File: src/rtl/pport_pkg.sv
// Shared constants for the parallel slave port: CPU register selects,
// control and interrupt register bit positions, and strobe indices.
package pport_pkg;
    typedef enum logic [1:0] {
        REG_DATA = 2'd0,
        REG_CTRL = 2'd1,
        REG_INTR = 2'd2,
        REG_NONE = 2'd3
    } reg_sel_e;

    localparam int CB_IBF = 7;
    localparam int CB_OBF = 6;
    localparam int CB_OVF = 5;
    localparam int CB_EN  = 4;
    localparam int CB_DIRW = 3;

    localparam int IB_FLAG = 0;
    localparam int IB_ENA  = 1;

    localparam int PIN_CS    = 0;
    localparam int PIN_RD    = 1;
    localparam int PIN_WR    = 2;
    localparam int PIN_COUNT = 3;
endpackage

File: src/rtl/pport_sync.sv
// Multi-flop synchronizer for a group of asynchronous active-low pins,
// plus one extra register that detects rising edges of the synchronized
// level. Assumes STAGES >= 2 and that each pin stays stable for several
// clock cycles between changes.
module pport_sync #(
    parameter int W = 3,
    parameter int STAGES = 2
) (
    input  logic         clk,
    input  logic         rst_n,
    input  logic [W-1:0] async_in,
    output logic [W-1:0] level,
    output logic [W-1:0] rise
);
    logic [STAGES-1:0][W-1:0] stg;
    logic [W-1:0]             prev;

    // Shift the raw pins through the synchronizer chain; reset to idle (high).
    always_ff @(posedge clk) begin
        if (!rst_n) begin
            stg  <= '1;
            prev <= '1;
        end else begin
            stg[0] <= async_in;
            for (int s = 1; s < STAGES; s++) stg[s] <= stg[s-1];
            prev <= stg[STAGES-1];
        end
    end

    // Expose the synchronized level and its rising edge.
    always_comb begin
        level = stg[STAGES-1];
        rise  = stg[STAGES-1] & ~prev;
    end
endmodule

File: src/rtl/pport_flags.sv
// Inbound latch and the full/overflow flags. Assumes the event inputs
// are single-cycle pulses in the clk domain. An external write beats a
// same-cycle CPU read; a CPU write beats a same-cycle external read.
module pport_flags #(
    parameter int DW = 8
) (
    input  logic          clk,
    input  logic          rst_n,
    input  logic          en,
    input  logic          wr_evt,
    input  logic          rd_evt,
    input  logic          cpu_rd_data,
    input  logic          cpu_wr_data,
    input  logic          ovf_clr,
    input  logic [DW-1:0] din,
    output logic [DW-1:0] in_latch,
    output logic          ibf,
    output logic          obf,
    output logic          ovf
);
    logic wr_take;
    logic wr_lost;

    // Decide whether an external write is accepted or overflows.
    always_comb begin
        wr_take = en && wr_evt && (!ibf || cpu_rd_data);
        wr_lost = en && wr_evt && ibf && !cpu_rd_data;
    end

    // Capture the inbound byte and update the three flags.
    always_ff @(posedge clk) begin
        if (!rst_n) begin
            in_latch <= '0;
            ibf      <= 1'b0;
            obf      <= 1'b0;
            ovf      <= 1'b0;
        end else begin
            if (wr_take) in_latch <= din;

            if (!en)              ibf <= 1'b0;
            else if (wr_evt)      ibf <= 1'b1;
            else if (cpu_rd_data) ibf <= 1'b0;

            if (!en)              obf <= 1'b0;
            else if (cpu_wr_data) obf <= 1'b1;
            else if (rd_evt)      obf <= 1'b0;

            if (wr_lost)          ovf <= 1'b1;
            else if (ovf_clr)     ovf <= 1'b0;
        end
    end
endmodule

File: src/rtl/pport_irq.sv
// Latched access interrupt flag with its enable. Assumes acc_evt is a
// single-cycle pulse. A hardware set beats a same-cycle software clear.
module pport_irq (
    input  logic clk,
    input  logic rst_n,
    input  logic en,
    input  logic acc_evt,
    input  logic wr_reg,
    input  logic wd_flag,
    input  logic wd_ena,
    output logic flag,
    output logic ena,
    output logic irq
);
    // Hold the access flag and the software enable bit.
    always_ff @(posedge clk) begin
        if (!rst_n) begin
            flag <= 1'b0;
            ena  <= 1'b0;
        end else begin
            if (en && acc_evt)         flag <= 1'b1;
            else if (wr_reg && !wd_flag) flag <= 1'b0;
            if (wr_reg) ena <= wd_ena;
        end
    end

    // Request only while both flag and enable are set.
    assign irq = flag && ena;
endmodule

File: src/rtl/pport_slave.sv
// Parallel slave port top level. External strobes are active low and
// asynchronous. The CPU interface is synchronous to clk. Assumes DW >= 8,
// because the control register occupies the low eight bits of cpu_rdata.
module pport_slave
    import pport_pkg::*;
#(
    parameter int DW = 8,
    parameter int SYNC_STAGES = 2
) (
    input  logic          clk,
    input  logic          rst_n,
    input  logic [1:0]    cpu_addr,
    input  logic          cpu_rd,
    input  logic          cpu_wr,
    input  logic [DW-1:0] cpu_wdata,
    output logic [DW-1:0] cpu_rdata,
    input  logic          ext_cs_n,
    input  logic          ext_rd_n,
    input  logic          ext_wr_n,
    input  logic [DW-1:0] ext_din,
    output logic [DW-1:0] ext_dout,
    output logic          ext_doe,
    output logic          irq
);
    reg_sel_e                 sel;
    logic [PIN_COUNT-1:0]     pins, pin_lvl, pin_rise;
    logic                     wr_evt, rd_evt;
    logic                     cpu_rd_data, cpu_wr_data, cpu_wr_ctrl, cpu_wr_intr;
    logic                     mode_en;
    logic [CB_DIRW-1:0]       dir_bits;
    logic [DW-1:0]            out_latch, in_latch;
    logic                     ibf, obf, ovf;
    logic                     irq_flag, irq_ena;
    logic [7:0]               ctrl_view;

    // Decode the CPU access into per-register strobes.
    always_comb begin
        sel         = reg_sel_e'(cpu_addr);
        cpu_rd_data = cpu_rd && (sel == REG_DATA);
        cpu_wr_data = cpu_wr && (sel == REG_DATA);
        cpu_wr_ctrl = cpu_wr && (sel == REG_CTRL);
        cpu_wr_intr = cpu_wr && (sel == REG_INTR);
    end

    // Gather the strobe pins into one vector for the synchronizer.
    always_comb begin
        pins         = '1;
        pins[PIN_CS] = ext_cs_n;
        pins[PIN_RD] = ext_rd_n;
        pins[PIN_WR] = ext_wr_n;
    end

    pport_sync #(.W(PIN_COUNT), .STAGES(SYNC_STAGES)) i_sync (
        .clk      (clk),
        .rst_n    (rst_n),
        .async_in (pins),
        .level    (pin_lvl),
        .rise     (pin_rise)
    );

    // A strobe release counts as an access only while chip select is low.
    always_comb begin
        wr_evt = pin_rise[PIN_WR] && !pin_lvl[PIN_CS];
        rd_evt = pin_rise[PIN_RD] && !pin_lvl[PIN_CS];
    end

    // Control bits and the outbound latch, both written by the CPU.
    always_ff @(posedge clk) begin
        if (!rst_n) begin
            mode_en   <= 1'b0;
            dir_bits  <= '1;
            out_latch <= '0;
        end else begin
            if (cpu_wr_ctrl) begin
                mode_en  <= cpu_wdata[CB_EN];
                dir_bits <= cpu_wdata[CB_DIRW-1:0];
            end
            if (cpu_wr_data) out_latch <= cpu_wdata;
        end
    end

    pport_flags #(.DW(DW)) i_flags (
        .clk         (clk),
        .rst_n       (rst_n),
        .en          (mode_en),
        .wr_evt      (wr_evt),
        .rd_evt      (rd_evt),
        .cpu_rd_data (cpu_rd_data),
        .cpu_wr_data (cpu_wr_data),
        .ovf_clr     (cpu_wr_ctrl && !cpu_wdata[CB_OVF]),
        .din         (ext_din),
        .in_latch    (in_latch),
        .ibf         (ibf),
        .obf         (obf),
        .ovf         (ovf)
    );

    pport_irq i_irq (
        .clk     (clk),
        .rst_n   (rst_n),
        .en      (mode_en),
        .acc_evt (wr_evt || rd_evt),
        .wr_reg  (cpu_wr_intr),
        .wd_flag (cpu_wdata[IB_FLAG]),
        .wd_ena  (cpu_wdata[IB_ENA]),
        .flag    (irq_flag),
        .ena     (irq_ena),
        .irq     (irq)
    );

    // Assemble the control/status view.
    always_comb begin
        ctrl_view                 = '0;
        ctrl_view[CB_IBF]         = ibf;
        ctrl_view[CB_OBF]         = obf;
        ctrl_view[CB_OVF]         = ovf;
        ctrl_view[CB_EN]          = mode_en;
        ctrl_view[CB_DIRW-1:0]    = dir_bits;
    end

    // CPU read mux; reading has no side effect here.
    always_comb begin
        cpu_rdata = '0;
        case (sel)
            REG_DATA: cpu_rdata = in_latch;
            REG_CTRL: cpu_rdata[7:0] = ctrl_view;
            REG_INTR: begin
                cpu_rdata[IB_FLAG] = irq_flag;
                cpu_rdata[IB_ENA]  = irq_ena;
            end
            default:  cpu_rdata = '0;
        endcase
    end

    // Drive the external bus straight from the pins while a read is active.
    always_comb begin
        ext_dout = out_latch;
        ext_doe  = mode_en && !ext_cs_n && !ext_rd_n;
    end
endmodule

File: config.mk
export PLATFORM = sky130hd
export DESIGN_NAME = pport_slave
export DESIGN_NICKNAME = d
export VERILOG_FILES = /design/src/rtl/pport_pkg.sv /design/src/rtl/pport_sync.sv /design/src/rtl/pport_flags.sv /design/src/rtl/pport_irq.sv /design/src/rtl/pport_slave.sv
export SDC_FILE = /design/constraint.sdc
export NUM_CORES = 1
export LEC_CHECK = 0
export ABC_AREA = 1
export ABC_CLOCK_PERIOD_IN_PS = 3400
export BUFFER_PORTS_ARGS = -buffer_cell sky130_fd_sc_hd__buf_2
export CORE_MARGIN = 10
export CORE_UTILIZATION = 52
export CTS_BUF_LIST = sky130_fd_sc_hd__clkbuf_4
export CTS_CLUSTER_DIAMETER = 30
export DETAILED_ROUTE_END_ITERATION = 8
export PLACE_DENSITY = 0.8
export SETUP_SLACK_MARGIN = 0.15
export SLEW_MARGIN = 30
export SYNTH_ARGS = -nofsm -noshare
export SYNTH_HDL_FRONTEND = slang
export SYNTH_SLANG_ARGS = --single-unit
File: constraint.sdc
create_clock -name clk -period 3.4 [get_ports clk]
set_clock_uncertainty 0.1 [all_clocks]
set_input_delay 1.02 -clock clk [delete_from_list [all_inputs] [get_ports clk]]
set_output_delay 1.02 -clock clk [all_outputs]
set_load 0.02 [all_outputs]
[Yosys cells after proc, flatten, opt, wreduce, memory -nomap -nowiden]
Cells that the tools add are included.
Word-level totals
  register bits: 34
  input port bits: 25
  output and inout port bits: 18
  logic and storage cells: 57
Operators by class
  equality and inequality tests: 2
  mux-type cells: 10
  bitwise logic cells: 2
  reductions and logical operators: 31
Operators by type and width (count)
  $logic_and 1x1->1: 16
  $pmux 6 s2: 1
  $mux 1: 8
  $reduce_bool 2->1: 4
  $logic_not 1->1: 7
  $pmux 2 s3: 1
  $and 3x3->3: 1
  $not 3->3: 1
  $eq 2x1->1 const B: 1
  $eq 2x2->1 const B: 1
  $logic_not 2->1: 1
  $logic_or 1x1->1: 2
  $reduce_and 2->1: 1

[Logic depth before layout (Yosys ltp)]
  depth in word-level cells: 7
  mapped depth: 7

[Hierarchy]
Synthesis repeated with hierarchy kept, for this count alone.
Second synthesis, totals
  cells, all modules: 229
  area, all modules: 1636.6 um2
Modules (own cells, without submodules)
  pport_slave: times used 1, cells each 114, area each 749.5 um2, seq. area each 240.2 um2
  pport_flags: times used 1, cells each 68, area each 505.5 um2, seq. area each 220.2 um2
  pport_sync: times used 1, cells each 34, area each 292.8 um2, seq. area each 180.2 um2
  pport_irq: times used 1, cells each 13, area each 88.8 um2, seq. area each 40.0 um2

[Worst setup path before layout]
OpenSTA, ideal clock, no wires.
  path type: input-to-output
  start: in cpu_addr[1]
  end: out cpu_rdata[4]
  data arrival time: 1.648 ns
  required time: 2.280 ns
  path slack: 0.632 ns
  stages: 3
  cell sequence: inv_1 nand2_1 o21ai_0
On the way
  longest elaborated chain between the ends: 2
Ends and longest elaborated chain
  start: declaration: RTL line pport_slave.sv:12  | input logic [1:0] cpu_addr,
  $eq 2x1->1 / $logic_not 2->1 (equally long branches): RTL line pport_slave.sv:124  | case (sel)
  $pmux 6 s2 (*): RTL line pport_slave.sv:124
  end: declaration: RTL line pport_slave.sv:16  | output logic [DW-1:0] cpu_rdata,
Every way passes the cells marked *; elsewhere a longest branch is shown, timed or not.

[Worst setup path after layout]
  start: in cpu_addr[1]
  end: out cpu_rdata[5]
Same word-level chain as after synthesis.

==> results.sh <==
export IMPL_die_h_um=71.8
export IMPL_worst_setup_path_end_kind="primary output"
export IMPL_grt_pass1_vias=1274
export IMPL_cp_start_kind="input port"
export IMPL_crit_family="buffers and inverters"
export IMPL_hold_viol=0
export IMPL_critical_path_required_ns=2.28
export IMPL_final_cells=254
export IMPL_hp_class="flip-flop to flip-flop"
export IMPL_dp_hpwl_um=2340
export IMPL_powerDensity_nw_per_um2=411
export IMPL_swShare_pct=25.9
export IMPL_clock_latency_ns=0.33
export IMPL_diodes=0
export IMPL_fmax_mhz=340
export IMPL_wl_met2_um=1220
export IMPL_drv_cap=0
export IMPL_worst_path_max_fanout=6
export IMPL_cts_clk_slew_worst_paths_ns=0.09
export IMPL_cts_hold_buf=0
export IMPL_intPower_w=0.000501
export IMPL_cts_resized_gates=0
export IMPL_avgSynthCellArea_um2=7.82
export IMPL_grt_pass1_wl_um=5400
export IMPL_avgRoutedWirePerCell_um=12.0
export IMPL_dr_total_vias=1247
export IMPL_fin_crit_sh_pct=86.4
export IMPL_grt_max_degree=25
export IMPL_gr_usage_all_layers_pct=12.7
export IMPL_slew_viol_final=0
export IMPL_core_area_um2=2520
export IMPL_combPwrFrac_pct=10.8
export IMPL_overflow=0
export IMPL_drive_above_1_share_pct=30.8
export IMPL_synthCells=178
export IMPL_synth_largest_area_cell="dfxtp_1"
export IMPL_firstDrtPassIters=4
export IMPL_io_buffers=42
export IMPL_leakage_nw=0.844
export IMPL_max_slew_margin_pct=73.6
export IMPL_route_detailed_drc=0
export IMPL_numCtsBuffers=5
export IMPL_peakVddDrop_mv=0.302
export IMPL_wl_um=3060
export IMPL_vias_per_cell=4.91
export IMPL_io_pins=43
export IMPL_clock_sinks=33
export IMPL_setup_viol=0
export IMPL_area_delta_synth_final_pct=18.2
export IMPL_status="finished, final reports clean"
export IMPL_setup_slack_ns=0.461
export IMPL_seq_area_frac_synth_pct=47.4
export IMPL_drtAntennaViolNets=0
export IMPL_die_w_um=71.8
export IMPL_drt_iter0_drc=73
export IMPL_synth_edff_count=0
export IMPL_fin_crit_ns=2.94
export IMPL_wirelength_met1_um=1400
export IMPL_final_area_um2=1650
export IMPL_dr_max_layer_used="met4"
export IMPL_rsz0062_at_grt="no"
export IMPL_tightestPinTransition_ns=0.396
export IMPL_cts_setup_buffers=0
export IMPL_n_fill_cell=232
export IMPL_clk_path_buf_depth=2
export IMPL_yosys_warnings=0
export IMPL_cpMostUsedCell="buf_2"
export IMPL_syn_num_nets=203
export IMPL_place_congestion=0.864
export IMPL_synth_seq_cells=33
export IMPL_p_sw_w=0.000175
export IMPL_critPathMaxStageDelay_ns=0.21
export IMPL_critPathSlowestCell="a22o_2"
export IMPL_synth_area_um2=1390
export IMPL_wl_met3_um=371
export IMPL_cts_tree="built"
export IMPL_fin_tns_setup_ns=0
export IMPL_synth_top_area_share_pct=47.4
export IMPL_cp_num_buf_inv=4
export IMPL_worstSetupPathType="input port to primary output"
export IMPL_synthArstFlopShare_pct=0
export IMPL_pre_cts_slack_ns=0.462
export IMPL_htreeDepth=2
export IMPL_cp_cell_sequence="buf_2 > inv_1 > nand2_1 > inv_2 > a22o_2 > buf_2"
export IMPL_power_frac_seq_pct=59.6
export IMPL_synth_flop_cell="dfxtp_1"
export IMPL_hold_slack_ns=0.317
export IMPL_dp_cells=246
export IMPL_rows=18
export IMPL_antenna_found_initial=0
export IMPL_cts_root_buf="clkbuf_4"
export IMPL_synth_area_top_cells="dfxtp_1, nand2_1, inv_1"
export IMPL_clock_power_share_pct=29.5
export IMPL_synth_cell_types=22
export IMPL_nNetsFinal=248
export IMPL_crit_arrival_ns=1.82
export IMPL_reg2reg_slack_ns=2.09
export IMPL_place_area_um2=1600
export IMPL_initial_core_util_pct=55.2
export IMPL_dieArea_um2=5150
synth_stat cells (2+ instances only):
cell type  instances
dfxtp_1           33
nand2_1           28
inv_1             23
nor2_1            23
nand3_1           16
o21ai_0           14
a21oi_1           13
or2_2              8
a22o_2             3
nand2_4            3
a21oi_2            2
nor2_4             2
layout make-up:
class,instances,area [um^2],area share [%]
clock buffer,5,37.5,2.28
inverter,24,90.1,5.47
multi-input combinational,116,591,35.9
clock inverter,3,12.5,0.760
sequential,33,661,40.1
tap,30,37.5,2.28
timing repair buffer,43,218,13.2
worst reg2reg max path, cell delays in order, from the launching register on:
cell	delay [ns]
dfxtp_1	0.31
inv_1	0.08
nand3_2	0.12
nor2_4	0.34
nand3_1	0.13
nand2_1	0.09
nor2_1	0.04
state kept, by name (all words and copies together), names as in the netlist:
signal,cells
dir_bits,3
ext_dout,8
i_flags.ibf,1
i_flags.in_latch,8
i_flags.obf,1
i_flags.ovf,1
i_irq.ena,1
i_irq.flag,1
i_sync.level,3
i_sync.prev,2
i_sync.stg,3
mode_en,1
stage by stage:
step / total power, W / utilization [%]
3_5_place_dp: 0.000486 / 63.3
5_1_grt: 0.000716 / 65.3
6_report: 0.000677 / 65.3
4_1_cts: 0.000684 / 65.3
3_3_place_gp: 0.000485 / 63.3
2_1_floorplan: 0.000455 / -
per-layer routing:
metal	track usage [%]	vias to the layer above
li1	-	655
met1	13.9	550
met2	18.7	36
met3	8.68	6
met4	5.38	0
met5	0	-
layout by cell type (no fill, tap or decap), drive strengths merged:
| master | synthesis | layout |
|---|---|---|
| nor3 | 1 | 1 |
| nor2 | 25 | 25 |
| o211ai | 1 | 1 |
| a21oi | 15 | 15 |
| dfxtp | 33 | 33 |
| o21ai | 14 | 14 |
| or2 | 8 | 8 |
| clkinv | 0 | 3 |
| nand3 | 17 | 17 |
| nand3b | 1 | 1 |
| a22o | 3 | 3 |
| buf | 3 | 43 |
| inv | 24 | 24 |
| clkbuf | 2 | 5 |
| nand2 | 31 | 31 |
logic make-up (layout without fill, tap and decap cells):
kind of cell,count (synthesis),count (layout),share of synthesized area [%]
compound gates,33,33,13.7
buf+inv,29,75,10.2
flops,33,33,47.4
simple gates,83,83,28.8
final timing paths:
path | start | to | cells after the start
worst max-delay path | cpu_addr[1] | cpu_rdata[5] | 6
worst min-delay path | i_sync.stg[1]$_SDFF_PN1_ | i_sync.level[1]$_SDFF_PN1_ | 1
worst max register to register | i_sync.level[0]$_SDFF_PN1_ | i_flags.in_latch[0]$_SDFFE_PN0P_ | 6
worst min register to register | i_sync.stg[1]$_SDFF_PN1_ | i_sync.level[1]$_SDFF_PN1_ | 1
power by group through the flow:
stage | Combinational [W] | Sequential (W) | Clock [W]
after floorplan | 0.0000376 | 0.000418 | 0
after global placement | 0.0000732 | 0.000412 | 0
after detailed placement | 0.0000742 | 0.000412 | 0
after CTS | 0.0000744 | 0.000404 | 0.000206
after global routing | 0.0000840 | 0.000405 | 0.000227
final | 0.0000733 | 0.000403 | 0.000200
No activity file was read; power rests on OpenSTA's default activity.
